===== src/rtl/pwm_bank_pkg.sv =====
package pwm_bank_pkg;
  localparam int unsigned WORD_W = 32;
  localparam int unsigned CNT_W  = 16;
  localparam int unsigned LEAD_W = 15;

  typedef enum logic [2:0] {
    PH_OFF, PH_LEAD, PH_HIGH, PH_LOW, PH_DONE
  } phase_t;

  // field positions are fixed: software encodes them
  typedef struct packed {
    logic              en;
    logic [LEAD_W-1:0] lead;
    logic [CNT_W-1:0]  reps;
  } ctrl_t;

  typedef struct packed {
    logic [CNT_W-1:0] hi;
    logic [CNT_W-1:0] lo;
  } timing_t;
endpackage


===== src/rtl/pwm_regs.sv =====
module pwm_regs
  import pwm_bank_pkg::*;
#(
  parameter int NCH    = 6,
  parameter int ADDR_W = 6
) (
  input  logic                   clk,
  input  logic                   rst_n,
  input  logic                   reg_valid,
  input  logic                   reg_write,
  input  logic [ADDR_W-1:0]      reg_addr,
  input  logic [WORD_W-1:0]      reg_wdata,
  output logic [WORD_W-1:0]      reg_rdata,
  output ctrl_t   [NCH-1:0]      ctrl_o,
  output timing_t [NCH-1:0]      timing_o
);
  localparam int IDX_W = ADDR_W - 3;

  logic             bank_sel;
  logic [IDX_W-1:0] idx;
  logic             hit;
  logic [WORD_W-1:0] rd_word;
  logic             unused_lsb;

  assign bank_sel   = reg_addr[ADDR_W-1];
  assign idx        = reg_addr[ADDR_W-2:2];
  assign hit        = int'(idx) < NCH;
  assign unused_lsb = ^reg_addr[1:0];

  for (genvar g = 0; g < NCH; g++) begin : g_word
    always_ff @(posedge clk) begin
      if (!rst_n) begin
        ctrl_o[g]   <= '0;
        timing_o[g] <= '0;
      end else if (reg_valid && reg_write && hit && idx == IDX_W'(g)) begin
        if (bank_sel) timing_o[g] <= reg_wdata;
        else          ctrl_o[g]   <= reg_wdata;
      end
    end
  end

  always_comb begin
    rd_word = '0;
    if (hit) rd_word = bank_sel ? timing_o[idx] : ctrl_o[idx];
  end

  always_ff @(posedge clk) begin
    if (!rst_n)                       reg_rdata <= '0;
    else if (reg_valid && !reg_write) reg_rdata <= rd_word;
  end
endmodule


===== src/rtl/pwm_chan.sv =====
module pwm_chan
  import pwm_bank_pkg::*;
(
  input  logic    clk,
  input  logic    rst_n,
  input  ctrl_t   ctrl_i,
  input  timing_t shadow_i,
  output logic    pwm_o
);
  localparam logic [CNT_W-1:0] ONE = CNT_W'(1);

  phase_t           phase, ph_n;
  logic [CNT_W-1:0] cnt, cnt_n;
  logic [CNT_W-1:0] act_lo, lo_n;
  logic [CNT_W-1:0] done_cnt, done_n, done_inc;
  logic [CNT_W-1:0] lead_ext;
  logic             go_start, at_bound;

  assign lead_ext = {1'b0, ctrl_i.lead};
  assign done_inc = done_cnt + ONE;

  always_comb begin
    ph_n     = phase;
    cnt_n    = cnt;
    lo_n     = act_lo;
    done_n   = done_cnt;
    go_start = 1'b0;
    at_bound = 1'b0;
    if (!ctrl_i.en) begin
      ph_n   = PH_OFF;
      cnt_n  = '0;
      done_n = '0;
    end else begin
      unique case (phase)
        PH_OFF: begin
          done_n = '0;
          if (lead_ext != '0) begin
            ph_n  = PH_LEAD;
            cnt_n = lead_ext - ONE;
          end else go_start = 1'b1;
        end
        PH_LEAD: begin
          if (cnt == '0) go_start = 1'b1;
          else           cnt_n = cnt - ONE;
        end
        PH_HIGH: begin
          if (cnt != '0) cnt_n = cnt - ONE;
          else if (act_lo != '0) begin
            ph_n  = PH_LOW;
            cnt_n = act_lo - ONE;
          end else at_bound = 1'b1;
        end
        PH_LOW: begin
          if (cnt != '0) cnt_n = cnt - ONE;
          else           at_bound = 1'b1;
        end
        default: ph_n = PH_DONE;
      endcase
      // end of a period: count it, then stop or go on
      if (at_bound) begin
        if (ctrl_i.reps == '0) go_start = 1'b1;
        else begin
          done_n = done_inc;
          if (done_inc >= ctrl_i.reps) ph_n = PH_DONE;
          else                         go_start = 1'b1;
        end
      end
      // period start: shadow timing becomes active here only
      if (go_start) begin
        lo_n = shadow_i.lo;
        if (shadow_i.hi != '0) begin
          ph_n  = PH_HIGH;
          cnt_n = shadow_i.hi - ONE;
        end else begin
          ph_n  = PH_LOW;
          cnt_n = (shadow_i.lo == '0) ? '0 : shadow_i.lo - ONE;
        end
      end
    end
  end

  always_ff @(posedge clk) begin
    if (!rst_n) begin
      phase    <= PH_OFF;
      cnt      <= '0;
      act_lo   <= '0;
      done_cnt <= '0;
    end else begin
      phase    <= ph_n;
      cnt      <= cnt_n;
      act_lo   <= lo_n;
      done_cnt <= done_n;
    end
  end

  // gated by the live enable so a disable acts without waiting for a state edge
  assign pwm_o = ctrl_i.en && (phase == PH_HIGH);
endmodule


===== src/rtl/pwm_bank.sv =====
module pwm_bank
  import pwm_bank_pkg::*;
#(
  parameter int NCH    = 6,
  parameter int ADDR_W = 6
) (
  input  logic              clk,
  input  logic              rst_n,
  input  logic              reg_valid,
  input  logic              reg_write,
  input  logic [ADDR_W-1:0] reg_addr,
  input  logic [31:0]       reg_wdata,
  output logic [31:0]       reg_rdata,
  output logic [NCH-1:0]    pwm_out
);
  ctrl_t   [NCH-1:0] ctrl_w;
  timing_t [NCH-1:0] timing_w;
  logic    [NCH-1:0] en_vec;

  pwm_regs #(.NCH(NCH), .ADDR_W(ADDR_W)) u_regs (
    .clk       (clk),
    .rst_n     (rst_n),
    .reg_valid (reg_valid),
    .reg_write (reg_write),
    .reg_addr  (reg_addr),
    .reg_wdata (reg_wdata),
    .reg_rdata (reg_rdata),
    .ctrl_o    (ctrl_w),
    .timing_o  (timing_w)
  );

  for (genvar g = 0; g < NCH; g++) begin : g_ch
    assign en_vec[g] = ctrl_w[g].en;
    pwm_chan u_chan (
      .clk      (clk),
      .rst_n    (rst_n),
      .ctrl_i   (ctrl_w[g]),
      .shadow_i (timing_w[g]),
      .pwm_o    (pwm_out[g])
    );
  end
endmodule


===== config.mk =====
export PLATFORM = sky130hd
export DESIGN_NAME = pwm_bank
export DESIGN_NICKNAME = d
export VERILOG_FILES = /design/src/rtl/pwm_bank_pkg.sv /design/src/rtl/pwm_regs.sv /design/src/rtl/pwm_chan.sv /design/src/rtl/pwm_bank.sv
export SDC_FILE = /design/constraint.sdc
export NUM_CORES = 2
export LEC_CHECK = 0
export ABC_AREA = 0
export BUFFER_PORTS_ARGS = -buffer_cell sky130_fd_sc_hd__buf_2
export CORE_MARGIN = 4
export CORE_UTILIZATION = 40
export DETAILED_ROUTE_END_ITERATION = 12
export GPL_ROUTABILITY_DRIVEN = 0
export PLACE_DENSITY = 0.55
export SETUP_SLACK_MARGIN = 0.3
export SLEW_MARGIN = 0
export SYNTH_ARGS = -nofsm -noshare
export SYNTH_HDL_FRONTEND = slang
export SYNTH_SLANG_ARGS = --single-unit

===== constraint.sdc =====
create_clock -name clk -period 9.5 [get_ports clk]
set_input_delay 1.9 -clock clk [delete_from_list [all_inputs] [get_ports clk]]
set_output_delay 1.9 -clock clk [all_outputs]
set_load 0.1 [all_outputs]

-- Word-level counts from Yosys, hierarchy flattened
Cells that the tools add are included.
- $add $sub $neg: 36
- multipliers: 0
- divide/modulo/power cells: 0
- magnitude comparators: 8
- eq/ne operators: 47
- shift-type cells: 0
- multiplexer cells: 204
- bitwise gates (word level): 1
- reduce and logical (&&, ||, !) cells: 107
- operator list (cell ; number):
    16-bit 2-to-1 mux ; 66
    16-bit case mux with 4 select lines ; 6
    16-bit nonzero test ; 24
    16-bit by 1-bit subtractor with 16-bit output, second input constant ; 24
    16-bit logical NOT ; 18
    32-bit binary-select mux with 3-bit select ; 2
    32-bit 2-to-1 mux ; 4
    3-bit 2-to-1 mux ; 42
    16-bit by 1-bit adder with 16-bit output, second input constant ; 6
    16-bit greater-or-equal comparator ; 6
    15-bit by 1-bit subtractor with 16-bit output, second input constant ; 6
    1-bit 2-to-1 mux ; 66
    3-bit case mux with 3 select lines ; 6
    2-bit AND reduction ; 24
    3-bit by 2-bit == test with 1-bit output, second input constant ; 14
    3-bit by 1-bit inequality test with 1-bit output, second input constant ; 12
    5-bit AND reduction ; 6
    5-bit nonzero test ; 6
    4-bit by 1-bit inequality test with 1-bit output, second input constant ; 6
    1-bit case mux with 2 select lines ; 12
    3-bit by 1-bit == test with 1-bit output, second input constant ; 7
    3-bit logical NOT ; 7
    3-bit inequality test, second input constant ; 6
    1-bit logical AND ; 15
    6 further kinds ; 12
- register bits after elaboration: 722
- latch bits: 0
- bits in writable memories: 0
- ROM bits: 0
- input port bits: 42
- memories: 0

-- Logic depth before layout (Yosys ltp)
- depth in word-level cells: 9
- mapped depth: 19
- mapped depth without buffers: 16

-- Cells and area by module
From an unflattened synthesis, not the netlist that was laid out.
- cells, all modules: 5810
- area total of the unflattened synthesis: 46188.0 um^2
- modules (own cells, without submodules) (module ; instances ; cells each ; area an instance (um^2)):
    pwm_regs ; 1 ; 2167 ; 18442.7
    pwm_chan (g_ch[1].u_chan ...) ; 3 ; 597 ; 4568.1
    pwm_chan (g_ch[0].u_chan) ; 1 ; 633 ; 4754.6
    pwm_chan (g_ch[4].u_chan) ; 1 ; 615 ; 4647.0
    pwm_chan (g_ch[5].u_chan) ; 1 ; 604 ; 4639.4

-- Worst setup path before layout
No wires, ideal clock.
- path kind: register to register
- start point: register g_ch[2].u_chan.done_cnt[0]
- end point: register g_ch[2].u_chan.cnt[14]
- setup time: 0.086 ns
- arrival time: 3.928 ns
- path slack: 5.486 ns
- cell stages (with the launch flop): 17
- buffers on the path: 0
- path through: dfxtp_1 ha_1 nand3_1 nor3_1 and3_1 and3_1 and3_1 xor2_1 ha_1 nand4_1 nor3_1 nand4_1 o21ai_0 a21oi_1 nor2_1 mux2_2 a211oi_1
- cells in the longest elaborated chain, start to end: 8
- RTL lines (what ; RTL line ; text):
    from (decl) ; pwm_chan.sv:15 ; logic [CNT_W-1:0] done_cnt, done_n, done_inc;
    from (signal assigned) ; pwm_chan.sv:92 ; done_cnt <= done_n;
    16-bit by 1-bit adder with 16-bit output * ; pwm_chan.sv:20 ; assign done_inc = done_cnt + ONE;
    16-bit greater-or-equal comparator * ; pwm_chan.sv:64 ; if (done_inc >= ctrl_i.reps) ph_n = PH_DONE;
    1-bit 2-to-1 mux * ; pwm_chan.sv:64 ;
    1-bit 2-to-1 mux * ; pwm_chan.sv:61 ; if (ctrl_i.reps == '0) go_start = 1'b1;
    1-bit 2-to-1 mux * ; pwm_chan.sv:60 ; if (at_bound) begin
    1-bit 2-to-1 mux * ; pwm_chan.sv:29 ; if (!ctrl_i.en) begin
    4-bit by 1-bit inequality test with 1-bit output (no source line), or another cell as far along ; n/a ;
    5-bit AND reduction (no source line) ; n/a ;
    to (signal assigned) ; pwm_chan.sv:90 ; cnt <= cnt_n;
    to (decl) ; pwm_chan.sv:13 ; logic [CNT_W-1:0] cnt, cnt_n;
Mark *: on every way between the ends. The rest lies on a longest branch, timed or not. The select of a mux whose other input is x is not followed.
A chain may end at the register's enable or synchronous reset.

-- Final worst setup path
- start point: register g_ch[2].u_chan.done_cnt[0]
- end point: register g_ch[2].u_chan.cnt[11]
The elaborated chain is that of the path after synthesis.

==> metrics <==
status finished clean; Top FF cell, synth dfxtp_1; Power Density 146 nW/um^2; Synth Cell Area 46,000 um^2; Hold Buf Count CTS 0; global-route wire length before repair 262 mm; crit path launch type register; largest net degree at the start of global routing roughly 220; Rel. slew slack 15.9%; Layout area overhead 8.86%; Post-synth EDFFs 0; Slew Limit Fails 0; vias per inst 5.99; Clock Tree Root clkbuf_16; Yosys top cell by area dfxtp_1; vias in the first global route 40,000; CP endpoint kind register; f_max 0.189 GHz; Worst-path clk slew 0.06 ns; FFs w/ async S/R, synth 0%; PostCTS Resize Cnt 0; die width 347 um; layout cells sized above 1 under 10%; Synth warnings 0; Setup Viol. Count Final 0; FF+latch count, synth 722; Starting DRT DRC Count 5,159; Arr. time, crit path 5.84 ns; syn_nets about 6,200; TNS Setup 0 ns; worst-skew pair later-pin latency 0.66 ns; WL per Instance 24.5 um; Crit Path Max Fanout 12; Power, Total 7.33 mW; DRC Markers 0; RSZ-0062 raised after global routing false; Post-Route WL about 180 mm; CP cell instances ha_1, nand3_1, nor3_1, and3_1, and3_1, and3_1, xor2_1, ha_1, o21ai_0, o21bai_1, a221oi_1, o21ai_0, a21oi_1, nand3_1, o32ai_1; # clock sinks 722; Syn Inst Count 5,976; TritonCTS clock tree done; total global-route track usage 28.4%; most used cell, CP and3_1; Hold Path Class register to register; total CTS buffers 87; H-tree levels 3; Buf/Inv on CP 0; Post-Layout Cell Count around 7,400; Least-Margin Pin Slew 1.25 ns; CP Class register to register; # placed instances 7,208; CP delay by family, top compound AO/OA/AOI/OAI gates; Synth cell types 90; Clock Path Buffers 3; Synth area leaders dfxtp_1 31%, nand2_1 9.8%, a21boi_0 6.3%, xnor2_1 4.4%, ha_1 4.2%; Die Ht ~350 um; Yosys top cell area share around a third; Overflow after GRT 0; P_leak slightly below 20 nW; # Post-CTS Setup Buffers 0; # nets final 5,983; io pins 80; initial antenna violation count 8; syn_area_per_cell between 7 and 8 um^2; first-pass iteration count of the detailed router 6; Design Area, Final 50,100 um^2; placed cell area 47,200 um^2; DRT antenna net count 0; CORE AREA ~110,000 um^2; Initial Utilization 40.3%; crit-path max cell delay 0.98 ns; min Tclk post-route 5.28 ns; Die ar. around 120,000 um^2; Worst EP required 10.06 ns; Via Count 44,200; CP max stage cell a21oi_1; Max VDD drop 0.000122 V; Period Utilization, post-route between 50% and 60%; Fin. Hold Viols 0; Fin Hold WS a little under 0.5 ns; sequential share of the synthesized area 31.4%; Final Skew 0.0213 ns; Core Rows 124; hpwl dp about 130 mm; IO buf count 77; MaxCap Viol Count 0
## synth_stat cells (68+ instances only)
master       n
a21boi_0   386
a21oi_1    242
clkbuf_1   367
dfxtp_1    722
ha_1       156
inv_1      168
nand2_1   1202
nand3_1    165
nand3b_1    68
nor2_1     372
nor2b_1     68
nor3_1     175
nor4_1     117
o21ai_0    255
o22ai_1    118
xnor2_1    230
xor2_1     199
## metal layers
layer | wire length (um) | global-route usage [%]
met1 | 73800 | 38.2
met5 | 11 | 0
met3 | 19100 | 6.50
met2 | 78300 | 43.7
met4 | 8820 | 12.1
## layout make-up
| type | instances | area (um^2) |
|---|---|---|
| Sequential cell | 722 | 14500 |
| Clock inverter | 25 | 368 |
| Clock buffer | 128 | 2560 |
| Antenna cell | 4 | 10.0 |
| Inverter | 169 | 634 |
| Timing Repair Buffer | 135 | 848 |
| Tap cell | 1512 | 1890 |
| Multi-Input combinational cell | 4670 | 29300 |
| Fill cell | 11500 | 64200 |
## through the flow
| step | utilization, % | worst slack [ns] |
|---|---|---|
| floorplan | - | 5.49 |
| global placement | 41.2 | 4.37 |
| detailed placement | 41.2 | 4.37 |
| CTS | 43.8 | 4.33 |
| global route | 43.8 | 3.72 |
| finish | 43.8 | 4.22 |
## worst paths after layout
| kind | startpoint | to | slack, ns | cells past startpoint |
|---|---|---|---|---|
| max reg2reg | g_ch[2].u_chan.done_cnt[0]$_SDFF_PN0_ | g_ch[2].u_chan.cnt[11]$_SDFFE_PN0P_ | 4.22 | 15 |
| max | g_ch[2].u_chan.done_cnt[0]$_SDFF_PN0_ | g_ch[2].u_chan.cnt[11]$_SDFFE_PN0P_ | 4.22 | 15 |
| min reg2reg | g_ch[4].u_chan.done_cnt[1]$_SDFF_PN0_ | g_ch[4].u_chan.done_cnt[1]$_SDFF_PN0_ | 0.48 | 2 |
| min | g_ch[4].u_chan.done_cnt[1]$_SDFF_PN0_ | g_ch[4].u_chan.done_cnt[1]$_SDFF_PN0_ | 0.48 | 2 |
## cell families after synthesis
family	count (synthesis)	synth area share, %
DFF	722	31.4
and+or+nand+nor	2531	25.6
AOI/OAI and AO/OA	1427	21.1
muxes	127	4.51
buffers and inverters	584	4.96
xor gates and xnor gates	429	8.16
adders and majority gates	156	4.24
## state kept, by name (all words and copies together) (netlist names)
signal,cells
g_ch.u_chan.cnt,96
g_ch.u_chan.done_cnt,96
g_ch.u_chan.phase,18
u_regs.reg_rdata,32
g_ch.u_chan.act_lo,96
u_regs.ctrl_o,192
u_regs.timing_o,192
## tightest hold or removal path: cells and delay by family, from the launching register on
| family | cells | cell delay, ns |
|---|---|---|
| AO/OA/AOI/OAI | 1 | 0.05 |
| AND/OR/NAND/NOR | 1 | 0.06 |
| flip-flops | 1 | 0.32 |
## power by group
| part | total, mW | leakage [nW] | internal, mW | switching (mW) |
|---|---|---|---|---|
| logic | 0.729 | 12.1 | 0.239 | 0.490 |
| clock network | 3.52 | 1.43 | 2.10 | 1.42 |
| registers | 3.08 | 5.82 | 3.04 | 0.0345 |
| total | 7.33 | 19.3 | 5.39 | 1.94 |
## cell usage in the layout (no fill, tap or decap), types with 64 or more instances in the layout
master     instances
nand2_1         1202
dfxtp_1          722
a21boi_0         386
nor2_1           368
o21ai_0          255
a21oi_1          241
xnor2_1          230
xor2_1           199
nor3_1           175
inv_1            168
nand3_1          165
ha_1             156
o22ai_1          118
nor4_1           115
clkbuf_16         89
buf_2             74
nor2b_1           68
nand3b_1          68
and3_1            64
mux4_2            64
Power figures use the tool's default switching activity.
